File: config.mk
export PLATFORM = sky130hd
export DESIGN_NAME = busctl_mux
export DESIGN_NICKNAME = d
export VERILOG_FILES = /design/src/rtl/busctl_pkg.sv /design/src/rtl/busctl_phase.sv /design/src/rtl/busctl_seq.sv /design/src/rtl/busctl_pad.sv /design/src/rtl/busctl_mux.sv
export SDC_FILE = /design/constraint.sdc
export NUM_CORES = 1
export LEC_CHECK = 0
export ABC_AREA = 0
export BUFFER_PORTS_ARGS = -buffer_cell sky130_fd_sc_hd__buf_2
export CAP_MARGIN = 15
export CORE_UTILIZATION = 45
export CTS_CLUSTER_DIAMETER = 40
export DETAILED_ROUTE_END_ITERATION = 8
export PLACE_DENSITY = 0.76
export SYNTH_ARGS = -nofsm -noshare
export SYNTH_HDL_FRONTEND = slang
export SYNTH_HIERARCHICAL = 1
export SYNTH_SLANG_ARGS = --single-unit
File: constraint.sdc
create_clock -name clk -period 1.95 [get_ports clk]
set_input_delay 0.39 -clock clk [delete_from_list [all_inputs] [get_ports clk]]
set_output_delay 0.39 -clock clk [all_outputs]
set_load 0.01 [all_outputs]
File: src/rtl/busctl_pkg.sv
package busctl_pkg;

  typedef enum logic [2:0] {
    S_IDLE,
    S_LATCH,
    S_HOLD,
    S_STROBE,
    S_RECOV
  } bus_state_e;

  // index of the last tick of a segment that starts at 'first' and lasts 'len'
  function automatic int unsigned seg_last(input int unsigned first, input int unsigned len);
    return first + len - 1;
  endfunction

  // strobe width in ticks for a given number of wait samples found high
  function automatic int unsigned strobe_ticks(input int unsigned base, input int unsigned period,
                                               input int unsigned waits);
    return base + period * waits;
  endfunction

endpackage

File: src/rtl/busctl_phase.sv
module busctl_phase #(
  parameter int BUS_T = 8,
  parameter int PW    = 3
) (
  input  logic          clk,
  input  logic          rst_n,
  output logic [PW-1:0] phase,
  output logic          busclk,
  output logic          period_end,
  output logic          wait_smp
);
  localparam int HALF = BUS_T / 2;

  assign period_end = (phase == PW'(BUS_T - 1));
  assign wait_smp   = (phase == PW'(HALF - 1));
  assign busclk     = (phase < PW'(HALF));

  always_ff @(posedge clk or negedge rst_n) begin
    if (!rst_n)          phase <= '0;
    else if (period_end) phase <= '0;
    else                 phase <= phase + 1'b1;
  end


  busclk_fall_at_sample_chk: assert property (@(posedge clk) disable iff (!rst_n)
    wait_smp |=> $fell(busclk));

endmodule

File: src/rtl/busctl_seq.sv
module busctl_seq
  import busctl_pkg::*;
#(
  parameter int ALE_T  = 2,
  parameter int HOLD_T = 1,
  parameter int STB_T  = 4,
  parameter int PW     = 3
) (
  input  logic          clk,
  input  logic          rst_n,
  input  logic [PW-1:0] phase,
  input  logic          period_end,
  input  logic          wait_smp,
  input  logic          req,
  input  logic          we,
  input  logic [15:0]   addr,
  input  logic [7:0]    wdata,
  input  logic          bus_wait,
  output bus_state_e    state,
  output logic          we_q,
  output logic [15:0]   addr_q,
  output logic [7:0]    wdata_q,
  output logic          ready,
  output logic          rd_capture
);
  localparam int LATCH_END = seg_last(0, ALE_T);
  localparam int HOLD_END  = seg_last(ALE_T, HOLD_T);
  localparam int STB_END   = seg_last(ALE_T + HOLD_T, STB_T);

  logic stretch;
  logic stretch_eff;
  logic at_latch_end, at_hold_end, at_stb_end;
  logic strobe_release;

  assign at_latch_end   = (phase == PW'(LATCH_END));
  assign at_hold_end    = (phase == PW'(HOLD_END));
  assign at_stb_end     = (phase == PW'(STB_END));
  assign stretch_eff    = wait_smp ? bus_wait : stretch;
  assign strobe_release = (state == S_STROBE) && at_stb_end && !stretch_eff;
  assign rd_capture     = strobe_release && !we_q;

  always_ff @(posedge clk or negedge rst_n) begin
    if (!rst_n) begin
      state   <= S_IDLE;
      stretch <= 1'b0;
      ready   <= 1'b0;
      we_q    <= 1'b0;
      addr_q  <= '0;
      wdata_q <= '0;
    end else begin
      ready <= 1'b0;
      case (state)
        S_IDLE: if (req && period_end) begin
          state   <= S_LATCH;
          we_q    <= we;
          addr_q  <= addr;
          wdata_q <= wdata;
          stretch <= 1'b0;
        end
        S_LATCH: if (at_latch_end) state <= S_HOLD;
        S_HOLD:  if (at_hold_end)  state <= S_STROBE;
        S_STROBE: begin
          if (wait_smp) stretch <= bus_wait;
          if (strobe_release) state <= S_RECOV;
        end
        S_RECOV: if (period_end) begin
          state <= S_IDLE;
          ready <= 1'b1;
        end
        default: state <= S_IDLE;
      endcase
    end
  end


  ready_single_chk: assert property (@(posedge clk) disable iff (!rst_n)
    ready |=> !ready);

endmodule

File: src/rtl/busctl_pad.sv
module busctl_pad
  import busctl_pkg::*;
(
  input  logic        clk,
  input  logic        rst_n,
  input  bus_state_e  state,
  input  logic        we_q,
  input  logic [15:0] addr_q,
  input  logic [7:0]  wdata_q,
  input  logic        rd_capture,
  input  logic [7:0]  ad_in,
  output logic [7:0]  ad_out,
  output logic        ad_oe,
  output logic [7:0]  addr_hi,
  output logic        ale,
  output logic        rd_n,
  output logic        wr_n,
  output logic [7:0]  rdata
);
  logic data_phase;

  assign data_phase = (state == S_STROBE) || (state == S_RECOV);
  assign ale        = (state == S_LATCH);
  assign rd_n       = !((state == S_STROBE) && !we_q);
  assign wr_n       = !((state == S_STROBE) && we_q);
  assign addr_hi    = addr_q[15:8];

  always_comb begin
    ad_out = 8'h00;
    ad_oe  = 1'b0;
    if ((state == S_LATCH) || (state == S_HOLD)) begin
      ad_out = addr_q[7:0];
      ad_oe  = 1'b1;
    end else if (data_phase && we_q) begin
      ad_out = wdata_q;
      ad_oe  = 1'b1;
    end
  end

  always_ff @(posedge clk or negedge rst_n) begin
    if (!rst_n)          rdata <= '0;
    else if (rd_capture) rdata <= ad_in;
  end


  strobe_excl_chk: assert property (@(posedge clk) disable iff (!rst_n)
    !(!rd_n && !wr_n));


  addr_hold_chk: assert property (@(posedge clk) disable iff (!rst_n)
    $fell(ale) |-> (rd_n && wr_n && ad_oe));


  read_released_chk: assert property (@(posedge clk) disable iff (!rst_n)
    !rd_n |-> !ad_oe);

endmodule

File: src/rtl/busctl_mux.sv
module busctl_mux
  import busctl_pkg::*;
#(
  parameter int ALE_T  = 2,
  parameter int HOLD_T = 1,
  parameter int STB_T  = 4,
  parameter int REC_T  = 1
) (
  input  logic        clk,
  input  logic        rst_n,
  input  logic        req,
  input  logic        we,
  input  logic [15:0] addr,
  input  logic [7:0]  wdata,
  input  logic        bus_wait,
  input  logic [7:0]  ad_in,
  output logic [7:0]  ad_out,
  output logic        ad_oe,
  output logic [7:0]  addr_hi,
  output logic        ale,
  output logic        rd_n,
  output logic        wr_n,
  output logic        busclk,
  output logic        ready,
  output logic [7:0]  rdata
);
  localparam int BUS_T = ALE_T + HOLD_T + STB_T + REC_T;
  localparam int PW    = $clog2(BUS_T);

  logic [PW-1:0] phase;
  logic          period_end, wait_smp, we_q, rd_capture;
  logic [15:0]   addr_q;
  logic [7:0]    wdata_q;
  bus_state_e    state;

  busctl_phase #(.BUS_T(BUS_T), .PW(PW)) u_phase (
    .clk(clk), .rst_n(rst_n), .phase(phase), .busclk(busclk),
    .period_end(period_end), .wait_smp(wait_smp));

  busctl_seq #(.ALE_T(ALE_T), .HOLD_T(HOLD_T), .STB_T(STB_T), .PW(PW)) u_seq (
    .clk(clk), .rst_n(rst_n), .phase(phase), .period_end(period_end),
    .wait_smp(wait_smp), .req(req), .we(we), .addr(addr), .wdata(wdata),
    .bus_wait(bus_wait), .state(state), .we_q(we_q), .addr_q(addr_q),
    .wdata_q(wdata_q), .ready(ready), .rd_capture(rd_capture));

  busctl_pad u_pad (
    .clk(clk), .rst_n(rst_n), .state(state), .we_q(we_q), .addr_q(addr_q),
    .wdata_q(wdata_q), .rd_capture(rd_capture), .ad_in(ad_in),
    .ad_out(ad_out), .ad_oe(ad_oe), .addr_hi(addr_hi), .ale(ale),
    .rd_n(rd_n), .wr_n(wr_n), .rdata(rdata));


  latch_on_busclk_chk: assert property (@(posedge clk) disable iff (!rst_n)
    $rose(ale) |-> $rose(busclk));

endmodule

==> impl_table.tex <==
\begin{tabular}{lr}
\hline
Metric & Value \\
\hline
\multicolumn{2}{l}{\textbf{Run status}} \\
\quad Outcome & finished with violations \\
\quad Violations in the final reports & negative hold slack, negative setup slack \\
\multicolumn{2}{l}{\textbf{GRT}} \\
\quad Wire length of the first global-routing pass & 5700 µm \\
\quad Maximum number of pins on one net before global-route repair & 19 \\
\quad Aggregate global-route resource usage & between 10\% and 20\% \\
\quad Number of global-route vias before repair & $\sim$1,300 \\
\quad Global-route congestion overflow total & 0 \\
\quad Antenna violations before repair & 0 \\
\multicolumn{2}{l}{\textbf{Final layout}} \\
\quad Filler instances & 338 \\
\quad Fraction of final layout cells with drive strength greater than 1 & between 60\% and 70\% \\
\quad Post-layout net count & 253 \\
\quad Number of antenna repair diodes & 0 \\
\quad Syn-to-layout area delta & 27.2\% \\
\quad Cell area after layout & 0.00249 mm² \\
\multicolumn{2}{l}{\textbf{Clock tree}} \\
\quad Hold buffers post-CTS & 0 \\
\quad Total CTS buffers & 5 \\
\quad Clock latency on the worst-skew pair & 0.29 ns \\
\quad Clock sink count & 41 \\
\quad Clk root buf & sky130\_fd\_sc\_hd\_\_clkbuf\_8 \\
\quad H-Tree Depth & 2 \\
\quad Clock-pin slew of the registers on the worst-case setup and hold paths & 0.08 ns \\
\quad Number of buffers between clock root and the deepest sink & 2 \\
\quad Clock tree from TritonCTS & yes \\
\multicolumn{2}{l}{\textbf{Timing}} \\
\quad Setup slack after layout & -0.120 ns \\
\quad Setup repair after global routing missed its margin & true \\
\quad Fmax & 483 MHz \\
\quad Post-Route Hold Slack & -0.00492 ns \\
\quad Period Utilization, post-route & 106\% \\
\quad Slew @ Worst Pin & 0.433 ns \\
\quad Count of pins over their slew limit & 0 \\
\quad Tightest slew margin relative to the limit & 71.1\% \\
\quad \# setup viols final & 9 \\
\quad Clock skew after layout & approximately 0.0094 ns \\
\quad Final critical-path required period & 2.07 ns \\
\quad Final hold vios & 7 \\
\multicolumn{2}{l}{\textbf{Logic synthesis}} \\
\quad XOR/XNOR share of the synthesized area & 0.448\% \\
\quad Dominant combinational cell family by area after synthesis & multiplexers \\
\quad Synthesized-area fraction occupied by ao, oa, aoi and oai cells & 7.17\% \\
\quad Mean Syn Cell Area & 14.4 µm² \\
\quad Mux cell area share after synthesis & between 20\% and 30\% \\
\quad Yosys synthesis warning count & 6 \\
\quad Count of cell types in the netlist & 34 \\
\quad Post-Synthesis Net Count & 176 \\
\quad Post-Synthesis Cell Area & 0.00196 mm² \\
\quad Sequential fraction of the synthesis area & between 50\% and 60\% \\
\quad Simple-gate portion of the synthesized area & 8.19\% \\
\quad Gate Count Post-Synth & 136 \\
\quad Synthesis-stage register bit count & slightly above 40 \\
\quad Adder and majority gate portion of the synthesized area & about 1.9\% \\
\multicolumn{2}{l}{\textbf{Die}} \\
\quad Rows & 23 \\
\quad Std-Cell Core Area & between 0.004 and 0.005 mm² \\
\quad Initial cell density of the core & between 40 and 50\% \\
\quad DIE HEIGHT & about 68 µm \\
\quad Area of the die & 0.00461 mm² \\
\quad Width of the die & 67.9 µm \\
\quad Top-level port count & 67 \\
\multicolumn{2}{l}{\textbf{Setup path}} \\
\quad List of cells traversed by the critical path & or3b\_4, a21boi\_4, a22o\_1, buf\_2 \\
\quad Required time at the endpoint of the critical path & 1.56 ns \\
\quad Worst Setup End Kind & primary output \\
\quad Crit path arrival time & 1.68 ns \\
\quad Buffer and inverter count on the worst path & 1 \\
\quad Critical path startpoint category & register \\
\quad Worst R2R End & u\_pad/rdata[6] \\
\quad Largest stage delay on the critical path & 0.42 ns \\
\quad Worst setup path category & reg2out \\
\quad Path depth of the worst reg2reg path & 7 \\
\quad Critical R2R Launch & u\_phase/phase[0] \\
\quad Capturing instance or port of the critical path & ad\_out[6] \\
\quad Launch point of the critical path & u\_seq/state[1] \\
\quad Minimum setup slack among reg-to-reg paths & 0.09 ns \\
\quad Slowest-stage cell, CP & sky130\_fd\_sc\_hd\_\_dfrtp\_1 \\
\quad Critical-path maximum fanout & 8 \\
\quad CP top delay family & compound AO/OA/AOI/OAI gates \\
\quad Stages on worst setup path & 4 \\
\multicolumn{2}{l}{\textbf{Placed design}} \\
\quad Detailed-placement wirelength estimate & 2810 µm \\
\quad Number of input and output port buffers inserted & 66 \\
\quad Worst slack at placement & -0.0466 ns \\
\quad Total placed instance area & between 0.002 and 0.0025 mm² \\
\quad Gpl congestion & $\sim$0.85 \\
\multicolumn{2}{l}{\textbf{Detailed routing}} \\
\quad DRC errors left & 0 \\
\quad DR iter-0 viols & 31 \\
\quad Number of antenna-violating nets in the routed design & 0 \\
\quad Routed length per instance & 14.0 µm \\
\quad Vias after detailed routing & $\sim$1,300 \\
\quad Total length of routed wires & 3690 µm \\
\quad Via density per instance & 4.97 \\
\quad Pre-antenna DRT Iters & 4 \\
\multicolumn{2}{l}{\textbf{Power and ir drop}} \\
\quad Internal Dissipation & 2320 µW \\
\quad Share of power burned in the clock network & around 17\% \\
\quad Switching Fraction & 32.2\% \\
\quad Combinational group share of total power & between 40\% and 50\% \\
\quad Peak supply drop & 0.913 mV \\
\quad Standby leakage power & between 0.001 and 0.0015 µW \\
\quad Power spent charging and discharging nets & 1100 µW \\
\quad Total power & 3430 µW \\
\quad Power per Cell Area & 1380 mW/mm² \\
\quad Sequential group share of total power & 41.6\% \\
\multicolumn{2}{l}{\textbf{Min path}} \\
\quad Class of the worst hold path & in2async \\
\multicolumn{2}{l}{\textbf{Run}} \\
\quad Number of violations of the max-capacitance limit & 0 \\
\hline
\end{tabular}
==> metal layers <==
metal / GRT usage [%] / routed length (µm) / vias up
li1: - / - / 631
met1: 20.4 / 1610 / 636
met2: 28.7 / 1860 / 44
met3: 6.83 / 212 / 2
met4: 5.99 / 10 / 0
met5: 0 / 0 / -
==> logic make-up after synthesis <==
| logic type | count (synthesis) |
|---|---|
| simple gates | 25 |
| fa+ha+maj | 3 |
| buf+inv | 16 |
| compound gates | 16 |
| flops | 41 |
| xor+xnor | 1 |
| mux | 34 |
==> layout by cell type (no fill, tap or decap), types with 2 or more instances in the layout <==
| master | Yosys | routed |
|---|---|---|
| sky130_fd_sc_hd__and3_1 | 2 | 2 |
| sky130_fd_sc_hd__o21ai_0 | 2 | 2 |
| sky130_fd_sc_hd__buf_2 | 0 | 66 |
| sky130_fd_sc_hd__nand3b_1 | 3 | 3 |
| sky130_fd_sc_hd__nor2_1 | 6 | 5 |
| sky130_fd_sc_hd__inv_1 | 4 | 4 |
| sky130_fd_sc_hd__dfrtp_1 | 41 | 41 |
| sky130_fd_sc_hd__buf_4 | 8 | 14 |
| sky130_fd_sc_hd__nor3b_1 | 2 | 2 |
| sky130_fd_sc_hd__clkbuf_8 | 0 | 6 |
| sky130_fd_sc_hd__mux2_4 | 19 | 19 |
| sky130_fd_sc_hd__a22o_1 | 8 | 8 |
| sky130_fd_sc_hd__nand2b_1 | 2 | 2 |
| sky130_fd_sc_hd__mux2_2 | 14 | 14 |
| sky130_fd_sc_hd__ha_1 | 3 | 2 |
==> worst register-to-register path, cell delays in order, from the launching register on <==
cell	delay (ns)
sky130_fd_sc_hd__dfrtp_1	0.38
sky130_fd_sc_hd__ha_1	0.22
sky130_fd_sc_hd__ha_2	0.19
sky130_fd_sc_hd__mux2i_1	0.19
sky130_fd_sc_hd__nand3_1	0.14
sky130_fd_sc_hd__nor3_2	0.15
sky130_fd_sc_hd__buf_6	0.16
sky130_fd_sc_hd__mux2_2	0.33
==> cells in the mapped netlist <==
master                      count  area [µm²]
sky130_fd_sc_hd__a21boi_4       1        18.8
sky130_fd_sc_hd__a21o_1         1        7.51
sky130_fd_sc_hd__a22o_1         8        70.1
sky130_fd_sc_hd__a31oi_1        1        6.26
sky130_fd_sc_hd__a32o_1         1        10.0
sky130_fd_sc_hd__and2_1         1        6.26
sky130_fd_sc_hd__and3_1         2        12.5
sky130_fd_sc_hd__buf_12         2        40.0
sky130_fd_sc_hd__buf_4          8        60.1
sky130_fd_sc_hd__buf_6          1        11.3
sky130_fd_sc_hd__clkbuf_1       1        3.75
sky130_fd_sc_hd__dfrtp_1       41        1030
sky130_fd_sc_hd__ha_1           3        37.5
sky130_fd_sc_hd__inv_1          4        15.0
sky130_fd_sc_hd__mux2_2        14         158
sky130_fd_sc_hd__mux2_4        19         285
sky130_fd_sc_hd__mux2i_1        1        10.0
sky130_fd_sc_hd__nand2_1        1        3.75
sky130_fd_sc_hd__nand2b_1       2        12.5
sky130_fd_sc_hd__nand3_1        1        5.00
sky130_fd_sc_hd__nand3b_1       3        22.5
sky130_fd_sc_hd__nand4_1        1        6.26
sky130_fd_sc_hd__nand4b_1       1        8.76
sky130_fd_sc_hd__nor2_1         6        22.5
sky130_fd_sc_hd__nor2b_1        1        6.26
sky130_fd_sc_hd__nor3_1         1        5.00
sky130_fd_sc_hd__nor3b_1        2        15.0
sky130_fd_sc_hd__nor4bb_2       1        16.3
sky130_fd_sc_hd__o21ai_0        2        10.0
sky130_fd_sc_hd__o221ai_1       1        8.76
sky130_fd_sc_hd__o2bb2ai_1      1        8.76
sky130_fd_sc_hd__or2_2          1        6.26
sky130_fd_sc_hd__or3b_4         1        11.3
sky130_fd_sc_hd__xnor2_1        1        8.76
==> what timing repair did <==
action,in CTS,in global routing
setup endpoints to repair,17,42
pin swaps,6,3
setup buffers,3,0
resized for setup,3,3
==> worst min path at each step <==
stage	from	to	slack [ns]
after floorplan	rst_n	u_pad/rdata[0]	0.09
after global placement	rst_n	u_seq/state[1]	0.32
after detailed placement	rst_n	u_seq/state[1]	0.32
after CTS	rst_n	u_seq/state[0]	0.0001
after global routing	rst_n	u_seq/state[0]	0.004
final	rst_n	u_seq/state[0]	-0.005
==> power groups by stage <==
stage / logic, µW / clock network [µW] / registers [µW]
CTS: 1440 / 600 / 1430
global placement: 1350 / 0 / 1430
finish: 1430 / 573 / 1420
detailed placement: 1380 / 0 / 1440
floorplan: 922 / 0 / 1460
global route: 1550 / 638 / 1470
==> stage by stage <==
| stage | cells | util, % | TNS (ns) |
|---|---|---|---|
| floorplan | 136 | - | 0 |
| global placement | 253 | 57.3 | 0 |
| detailed placement | 253 | 57.3 | -0.295 |
| CTS | 264 | 60.5 | -1.20 |
| global route | 264 | 60.9 | -1.77 |
| finish | 264 | 60.9 | -0.937 |
==> cell type report <==
type	instances	area, µm²	share of cell area, %
clock inverters	2	13.8	0.553
multi-input cells	79	821	33.0
flip-flops and latches	41	1030	41.2
repair buffers	82	467	18.8
inverters	4	15.0	0.604
well taps	50	62.6	2.52
clock buffers	6	82.6	3.32
==> state kept, by name (all words and copies together) (netlist names) <==
| signal | cells |
|---|---|
| u_seq/ready | 1 |
| u_seq/addr_q | 16 |
| u_phase/phase | 3 |
| u_seq/stretch | 1 |
| u_pad/rdata | 8 |
| u_seq/wdata_q | 8 |
| u_seq/we_q | 1 |
| u_seq/state | 3 |
Note: power is estimated with default switching activity, not from simulation.
